File: src/rtl/gpio_steer_pkg.sv
package gpio_steer_pkg;

  localparam int unsigned BUS_W  = 32;
  localparam int unsigned ADDR_W = 3;
  localparam int unsigned BE_W   = BUS_W / 8;

  typedef enum logic [ADDR_W-1:0] {
    REG_IN   = 3'd0,
    REG_OUT  = 3'd1,
    REG_OE   = 3'd2,
    REG_AUX  = 3'd3,
    REG_CTRL = 3'd4
  } reg_addr_e;

  // bit 0: sample on external strobe; bit 1: use falling edge
  typedef struct packed {
    logic fall_edge;
    logic ext_sample;
  } ctrl_t;

endpackage

File: src/rtl/gpio_steer_regs.sv
module gpio_steer_regs
  import gpio_steer_pkg::*;
#(
  parameter int unsigned N = 32
) (
  input  logic              clk,
  input  logic              rst_n,
  input  logic              bus_sel,
  input  logic              bus_we,
  input  logic [ADDR_W-1:0] bus_addr,
  input  logic [BE_W-1:0]   bus_be,
  input  logic [BUS_W-1:0]  bus_wdata,
  input  logic [N-1:0]      in_val,
  output logic [BUS_W-1:0]  bus_rdata,
  output logic              bus_rvalid,
  output logic [N-1:0]      out_q,
  output logic [N-1:0]      oe_q,
  output logic [N-1:0]      aux_q,
  output ctrl_t             ctrl_q
);

  logic             wr_en;
  logic             rd_en;
  logic [BUS_W-1:0] rd_next;

  assign wr_en = bus_sel && bus_we;
  assign rd_en = bus_sel && !bus_we;

  // per-bit storage, each bit gated by the byte enable that covers it
  for (genvar i = 0; i < N; i++) begin : g_bit
    localparam int unsigned LANE = i / 8;
    always_ff @(posedge clk) begin
      if (!rst_n) begin
        out_q[i] <= 1'b0;
        oe_q[i]  <= 1'b0;
        aux_q[i] <= 1'b0;
      end else if (wr_en && bus_be[LANE]) begin
        if (bus_addr == REG_OUT) out_q[i] <= bus_wdata[i];
        if (bus_addr == REG_OE)  oe_q[i]  <= bus_wdata[i];
        if (bus_addr == REG_AUX) aux_q[i] <= bus_wdata[i];
      end
    end
  end

  always_ff @(posedge clk) begin
    if (!rst_n) begin
      ctrl_q <= '0;
    end else if (wr_en && bus_be[0] && bus_addr == REG_CTRL) begin
      ctrl_q <= bus_wdata[1:0];
    end
  end

  always_comb begin
    rd_next = '0;
    case (bus_addr)
      REG_IN:   rd_next[N-1:0] = in_val;
      REG_OUT:  rd_next[N-1:0] = out_q;
      REG_OE:   rd_next[N-1:0] = oe_q;
      REG_AUX:  rd_next[N-1:0] = aux_q;
      REG_CTRL: rd_next[1:0]   = ctrl_q;
      default:  rd_next        = '0;
    endcase
  end

  always_ff @(posedge clk) begin
    if (!rst_n) begin
      bus_rvalid <= 1'b0;
      bus_rdata  <= '0;
    end else begin
      bus_rvalid <= rd_en;
      bus_rdata  <= rd_en ? rd_next : '0;
    end
  end

endmodule

File: src/rtl/gpio_steer_capture.sv
module gpio_steer_capture
  import gpio_steer_pkg::*;
#(
  parameter int unsigned N           = 32,
  parameter int unsigned SYNC_STAGES = 2
) (
  input  logic         clk,
  input  logic         rst_n,
  input  logic         ext_strobe,
  input  ctrl_t        ctrl,
  input  logic [N-1:0] pin_in,
  output logic [N-1:0] in_val
);

  // SYNC_STAGES synchronizer flops plus one history flop for edge detection
  logic [SYNC_STAGES:0] strobe_sh;
  logic                 strobe_now;
  logic                 strobe_old;
  logic                 edge_rise;
  logic                 edge_fall;
  logic                 take;

  always_ff @(posedge clk) begin
    if (!rst_n) strobe_sh <= '0;
    else        strobe_sh <= {strobe_sh[SYNC_STAGES-1:0], ext_strobe};
  end

  assign strobe_now = strobe_sh[SYNC_STAGES-1];
  assign strobe_old = strobe_sh[SYNC_STAGES];
  assign edge_rise  = strobe_now && !strobe_old;
  assign edge_fall  = !strobe_now && strobe_old;

  always_comb begin
    if (!ctrl.ext_sample)    take = 1'b1;
    else if (ctrl.fall_edge) take = edge_fall;
    else                     take = edge_rise;
  end

  always_ff @(posedge clk) begin
    if (!rst_n)    in_val <= '0;
    else if (take) in_val <= pin_in;
  end

endmodule

File: src/rtl/gpio_steer_outmux.sv
module gpio_steer_outmux #(
  parameter int unsigned N = 32
) (
  input  logic [N-1:0] out_q,
  input  logic [N-1:0] oe_q,
  input  logic [N-1:0] aux_q,
  input  logic [N-1:0] aux_in,
  output logic [N-1:0] pin_out,
  output logic [N-1:0] pin_oe_n
);

  for (genvar i = 0; i < N; i++) begin : g_pin
    assign pin_out[i]  = aux_q[i] ? aux_in[i] : out_q[i];
    assign pin_oe_n[i] = !oe_q[i];
  end

endmodule

File: src/rtl/gpio_steer.sv
module gpio_steer
  import gpio_steer_pkg::*;
#(
  parameter int unsigned N           = 32,
  parameter int unsigned SYNC_STAGES = 2
) (
  input  logic              clk,
  input  logic              rst_n,
  input  logic              bus_sel,
  input  logic              bus_we,
  input  logic [ADDR_W-1:0] bus_addr,
  input  logic [BE_W-1:0]   bus_be,
  input  logic [BUS_W-1:0]  bus_wdata,
  output logic [BUS_W-1:0]  bus_rdata,
  output logic              bus_rvalid,
  input  logic [N-1:0]      pin_in,
  input  logic              ext_strobe,
  input  logic [N-1:0]      aux_in,
  output logic [N-1:0]      pin_out,
  output logic [N-1:0]      pin_oe_n
);

  logic [N-1:0] out_q;
  logic [N-1:0] oe_q;
  logic [N-1:0] aux_q;
  logic [N-1:0] in_val;
  ctrl_t        ctrl_q;

  gpio_steer_regs #(.N(N)) u_regs (
    .clk        (clk),
    .rst_n      (rst_n),
    .bus_sel    (bus_sel),
    .bus_we     (bus_we),
    .bus_addr   (bus_addr),
    .bus_be     (bus_be),
    .bus_wdata  (bus_wdata),
    .in_val     (in_val),
    .bus_rdata  (bus_rdata),
    .bus_rvalid (bus_rvalid),
    .out_q      (out_q),
    .oe_q       (oe_q),
    .aux_q      (aux_q),
    .ctrl_q     (ctrl_q)
  );

  gpio_steer_capture #(.N(N), .SYNC_STAGES(SYNC_STAGES)) u_capture (
    .clk        (clk),
    .rst_n      (rst_n),
    .ext_strobe (ext_strobe),
    .ctrl       (ctrl_q),
    .pin_in     (pin_in),
    .in_val     (in_val)
  );

  gpio_steer_outmux #(.N(N)) u_outmux (
    .out_q    (out_q),
    .oe_q     (oe_q),
    .aux_q    (aux_q),
    .aux_in   (aux_in),
    .pin_out  (pin_out),
    .pin_oe_n (pin_oe_n)
  );

endmodule

File: config.mk
export PLATFORM = sky130hd
export DESIGN_NAME = gpio_steer
export DESIGN_NICKNAME = d
export VERILOG_FILES = /design/src/rtl/gpio_steer_pkg.sv /design/src/rtl/gpio_steer_regs.sv /design/src/rtl/gpio_steer_capture.sv /design/src/rtl/gpio_steer_outmux.sv /design/src/rtl/gpio_steer.sv
export SDC_FILE = /design/constraint.sdc
export NUM_CORES = 1
export LEC_CHECK = 0
export BUFFER_PORTS_ARGS = -buffer_cell sky130_fd_sc_hd__clkbuf_2
export CORE_MARGIN = 2
export CORE_UTILIZATION = 52
export DETAILED_ROUTE_END_ITERATION = 16
export PLACE_DENSITY = 0.76
export SLEW_MARGIN = 20
export SYNTH_ARGS = -nofsm -noshare
export SYNTH_HDL_FRONTEND = slang
export SYNTH_SLANG_ARGS = --single-unit
File: constraint.sdc
create_clock -name clk -period 1.7 [get_ports clk]
set_input_delay 0.085 -clock clk [delete_from_list [all_inputs] [get_ports clk]]
set_output_delay 0.085 -clock clk [all_outputs]
set_load 0.02 [all_outputs]
Yosys cells after proc, flatten, opt, wreduce, memory -nomap -nowiden
Index checks and enable logic that the tools add are counted.
- $add $sub $neg: 0
- $mul: 0
- div/mod/pow operators: 0
- order comparisons: 0
- equality and inequality tests: 4
- shift-type cells: 0
- mux-type cells: 36
- bitwise logic cells: 0
- reduce and logical (&&, ||, !) cells: 58
- operators by type and width (operator ; number):
    case mux 30 bit (4 select lines) ; 1
    zero test 1 bit ; 35
    2-to-1 mux 1 bit ; 34
    AND reduction 2 bit ; 13
    case mux 2 bit (5 select lines) ; 1
    logical AND 1 bit ; 9
    equality test 3 x 2 -> 1 bit (second input constant) ; 2
    equality test 3 x 1 -> 1 bit (second input constant) ; 1
    equality test 3 bit (second input constant) ; 1
    zero test 3 bit ; 1
- register bits: 166
- latch bits: 0
- RAM bits: 0
- bits in read-only memories: 0
- input port bits: 108
- output and inout bits: 97
- logic and storage cells: 200
- memories kept: 0

Longest topological paths before layout
- word-level depth: 4
- depth in mapped cells: 6
- mapped depth without buffers: 3

By module
A second synthesis with hierarchy kept.
- cells, all modules: 840
- area total of the unflattened synthesis: 8185.4 sq um
- by module, submodules not included (module ; times used ; cells each ; area each (sq um) ; seq. area each (sq um)):
    gpio_steer_regs ; 1 ; 584 ; 5800.6 ; 2622.5
    gpio_steer_capture ; 1 ; 192 ; 1784.2 ; 700.7
    gpio_steer_outmux ; 1 ; 64 ; 600.6 ; 0.0

Least setup slack after synthesis
No wires, ideal clock.
- path type: register to register
- start: reg u_capture.strobe_sh[2]
- end: reg u_capture.in_val[17]
- setup time: 0.118 ns
- data arrival time: 1.221 ns
- required time: 1.582 ns
- setup slack: 0.362 ns
- stages on the path, launching flop included: 6
- path buffers: 2
- period minus slack after synthesis: 1.338 ns
- cells stage by stage: dfxtp_1 buf_2 clkbuf_1 or3b_1 a21o_1 o2111a_1
- cells in the longest elaborated chain, start to end: 4
- elaborated cells on any way between the ends: 5
- classes of those cells: mux (2); reduce/logical (3)
- ends and longest elaborated chain (item ; line ; RTL):
    start, declared ; gpio_steer_capture.sv:16 ; logic [SYNC_STAGES:0] strobe_sh;
    start signal, assigned ; gpio_steer_capture.sv:25 ; else strobe_sh <= {strobe_sh[SYNC_STAGES-1:0], ext_strobe};
    zero test 1 bit ; gpio_steer_capture.sv:30 ; assign edge_rise = strobe_now && !strobe_old;
    logical AND 1 bit ; gpio_steer_capture.sv:30 ;
    2-to-1 mux 1 bit (*) ; gpio_steer_capture.sv:35 ; else if (ctrl.fall_edge) take = edge_fall;
    2-to-1 mux 1 bit (*) ; gpio_steer_capture.sv:34 ; if (!ctrl.ext_sample) take = 1'b1;
    end signal, assigned ; gpio_steer_capture.sv:41 ; else if (take) in_val <= pin_in;
    end, declared ; gpio_steer_capture.sv:12 ; output logic [N-1:0] in_val
Mark *: on every way between the ends. The rest lies on a longest branch, timed or not.
A chain may end at the register's enable or synchronous reset.

Worst setup path after layout
- start: reg u_capture.strobe_sh[1]
- end: reg u_capture.in_val[13]
- cells in the longest elaborated chain, start to end: 4
- elaborated cells on any way between the ends: 5
- classes of those cells: mux (2); reduce/logical (3)
- ends and longest elaborated chain (item ; line ; RTL):
    zero test 1 bit ; gpio_steer_capture.sv:31 ; assign edge_fall = !strobe_now && strobe_old;
    logical AND 1 bit ; gpio_steer_capture.sv:31 ;
    2-to-1 mux 1 bit (*) ; gpio_steer_capture.sv:35 ;
    2-to-1 mux 1 bit (*) ; gpio_steer_capture.sv:34 ;
Marks and branches as above.

==> impl_summary.txt <==
----------------------------------------------------
[GRT]
  Number of global-route vias before repair ... 7773
  Combined global-route utilization of all metal layers ... 30.1%
  Antenna violations before repair ... 0
  Global-route wire length before repair ... 41700 um
  Pin count of the biggest net entering global routing ... 50
  Overflow left after global routing ... 0

[Clock tree]
  Root buf cell ... sky130_fd_sc_hd__clkbuf_16
  Clk Latency, worst-skew pair ... 430 ps
  Number of CTS-inserted buffers ... 17
  H-tree Lvls ... 4
  # hold bufs at CTS ... 35
  Number of gates resized after CTS ... 0
  Clock sinks ... 166
  Clock transition at path regs ... 60 ps
  Count of buffers added by post-CTS timing repair for setup ... 0
  Max Buffers Root-to-Sink ... 2
  Clock tree from TritonCTS ... built

[Routing]
  Post-DRT Antenna Nets ... 0
  WL final ... 26200 um
  Via density per instance ... 6.02
  Number of optimization iterations in the first detailed-route pass ... 6
  DR WL/cell ... 18.9 um
  Detailed router's first-iteration violation count ... 1112
  Remaining design rule violation count ... 0
  Via count ... 8342

[Synth]
  Number of enable-type register cells in the synthesized netlist ... 0
  Fraction of post-synthesis cell area in the top cell type by area ... 39.5%
  Library cell with the highest instance count after synthesis ... sky130_fd_sc_hd__dfxtp_1
  Ranking of synthesized cells by area ... sky130_fd_sc_hd__dfxtp_1, sky130_fd_sc_hd__mux2i_1, sky130_fd_sc_hd__a21oi_1
  Top FF cell, synth ... sky130_fd_sc_hd__dfxtp_1
  Fraction of the yosys area taken by sequential cells ... 39.5%
  Number of storage elements in the synthesis netlist ... 166
  Count of warnings emitted by yosys ... 0
  FFs w/ async S/R, synth ... 0%
  Top post-synthesis cells by count ... sky130_fd_sc_hd__dfxtp_1, sky130_fd_sc_hd__a21oi_1, sky130_fd_sc_hd__nand3_1
  Cell taking the most area after synthesis ... sky130_fd_sc_hd__dfxtp_1
  Summed instance area of the synthesized netlist ... 0.00842 mm2
  Synth Area per Inst ... 8.83 um2
  Number of library cell types mapped by synthesis ... 36
  Post-synthesis net count ... 1062
  Cells after synthesis ... 954

[Min path]
  Hold/Removal Path Class ... input pin to flop

[Setup path]
  Cells on worst reg2reg path ... 4
  Largest driver fanout on the critical path ... 18
  Highest-delay cell along the critical path ... sky130_fd_sc_hd__nand3b_1
  Largest delay share family, worst path ... simple AND/OR/NAND/NOR gates
  Critical path arrival ... 1810 ps
  Critical path class ... flop to flop
  Worst path max stage delay ... 390 ps
  Data required time of the critical path ... 2020 ps
  Last element of the critical path ... u_capture.in_val[13]
  FF-to-FF setup slack ... 210 ps
  Type of element launching the critical path ... flop
  Capturing element type of the critical path ... flop
  Cell-by-cell trace of the critical path ... nand3b_1, buf_4, a21o_1, o2111a_1
  Crit path buffers/inverters ... 1
  RR Startpoint ... u_capture.strobe_sh[1]
  Worst setup path startpoint ... u_capture.strobe_sh[1]
  Stages on worst setup path ... 4
  Worst reg2reg path endpoint ... u_capture.in_val[13]

[Floorplan]
  I/O Pins ... 205
  Horizontal die dimension ... 131 um
  Die Footprint ... 0.0172 mm2
  Die span in y ... 131 um
  Starting Density ... 53.0%
  Core ar. ... 0.0159 mm2
  Site Rows ... 46

[Cells and area]
  Antenna diodes ... 0
  Area of combinational cells with multiple inputs ... 0.00449 mm2
  Final core area utilization ... 66.9%
  Layout cell share with drive strength beyond 1 ... 27.6%
  Post-layout net count ... 1264
  Filler Cell Count ... 1327
  Number of standard cells in the final layout excluding fillers ... 1385
  Area Overhead vs Synth ... 26.1%
  Storage cell area ... 0.00333 mm2

[Place]
  Routability congestion estimate from global placement ... 0.848
  Quantity of I/O buffers inserted on ports ... 204
  Post-detail-place hpwl ... 17500 um
  Number of instances in the placed design ... 1318

[STA]
  Max Slew Vio Count ... 0
  Largest clock skew in the final design ... 8.38 ps
  Fmax ... 0.669 GHz
  Measured slew at the worst slew-check pin ... 716 ps
  Rel. slew slack ... 52.2%
  Setup-failing EPs final ... 0
  TNS Setup ... 0 ps
  Post-layout min period ... 1490 ps
  RSZ-0062 raised after global routing ... false
  Final Hold Viols ... 0
  Fin crit share ... 87.9%

[Power and ir drop]
  Peak supply drop ... 0.766 mV
  Areal power density over the cells ... 839 mW/mm2
  Static power due to leakage ... 4.31 nW

[Status]
  Outcome ... finished clean

[Run]
  Max-capacitance violation count ... 0

----------------------------------------------------
worst register-to-register path, delay by kind of cell (launching register included):
family / cells / cell delay [ps]
AOI/OAI and AO/OA: 2 / 340
buffers and inverters: 1 / 340
DFF: 1 / 330
and+or+nand+nor: 1 / 390
final cells by class:
cell class	instances	share of cell area, %
Clock inverter	7	1.11
Inverter	35	1.24
Tap cell	216	2.54
Clock buffer	25	4.66
Timing Repair Buffer	286	16.8
Sequential cell	166	31.3
Multi-Input combinational cell	650	42.3
where the power goes:
part | switching, mW | internal (mW) | total [mW]
clock | 1.54 | 2.47 | 4.01
sequential | 0.0772 | 3.96 | 4.04
combinational | 0.473 | 0.394 | 0.867
layer usage:
metal,global-route usage (%),share of wire (%)
met1,41.9,43
met2,47.6,45
met3,4.44,9.2
met4,11.1,2.8
met5,0,0
state kept, by name, summed over array words and instances (netlist names):
| name | count |
|---|---|
| u_capture.in_val | 32 |
| u_regs.aux_q | 32 |
| u_regs.bus_rdata | 32 |
| u_regs.oe_q | 32 |
| u_regs.out_q | 32 |
| u_capture.strobe_sh | 3 |
| u_regs.ctrl_q | 2 |
| u_regs.bus_rvalid | 1 |
placed cells by master (no fill, tap or decap), types with 4 or more instances in the layout:
cell type	count
sky130_fd_sc_hd__clkbuf_8	4
sky130_fd_sc_hd__clkbuf_16	17
sky130_fd_sc_hd__o22ai_1	29
sky130_fd_sc_hd__dfxtp_1	164
sky130_fd_sc_hd__clkbuf_2	203
sky130_fd_sc_hd__mux2i_1	61
sky130_fd_sc_hd__and2_1	36
sky130_fd_sc_hd__o2111a_1	31
sky130_fd_sc_hd__a21oi_1	100
sky130_fd_sc_hd__dlygate4sd3_1	35
sky130_fd_sc_hd__buf_12	5
sky130_fd_sc_hd__nand3b_1	35
sky130_fd_sc_hd__o21ai_1	7
sky130_fd_sc_hd__or3b_1	28
sky130_fd_sc_hd__inv_1	34
sky130_fd_sc_hd__nand3_1	99
sky130_fd_sc_hd__a21o_1	63
sky130_fd_sc_hd__o21ai_0	93
sky130_fd_sc_hd__buf_4	43
sky130_fd_sc_hd__clkbuf_1	4
sky130_fd_sc_hd__or3b_2	4
sky130_fd_sc_hd__nand2_1	5
sky130_fd_sc_hd__nand2b_1	5
sky130_fd_sc_hd__mux2_2	32
metrics by stage:
| stage | hold WS [ps] | power, mW | worst slack (ps) | instance area, um2 |
|---|---|---|---|---|
| after floorplan | 212 | 4.55 | 362 | 8420 |
| after global placement | 294 | 4.89 | 223 | 9660 |
| after detailed placement | 304 | 4.90 | 224 | 9660 |
| after CTS | 2.52 | 8.92 | 214 | 10600 |
| after global routing | 26.8 | 9.17 | 109 | 10600 |
| final | 8.00 | 8.91 | 205 | 10600 |
how the worst min path moves through the flow:
stage	start	slack, ps	cells after the start	to
after floorplan	ext_strobe	210	1	u_capture.strobe_sh[0]
after global placement	ext_strobe	290	2	u_capture.strobe_sh[0]
after detailed placement	ext_strobe	300	2	u_capture.strobe_sh[0]
after CTS	pin_in[29]	3	3	u_capture.in_val[29]
after global routing	pin_in[23]	30	3	u_capture.in_val[23]
final	pin_in[23]	8	3	u_capture.in_val[23]
kinds of logic after synthesis:
logic type,count (synthesis),share of synthesized area [%]
AOI/OAI and AO/OA,328,24.3
buffers and inverters,138,7.29
DFF,166,39.5
and+or+nand+nor,228,17.2
muxes,94,11.8
Note: power is estimated with default switching activity, not from simulation.
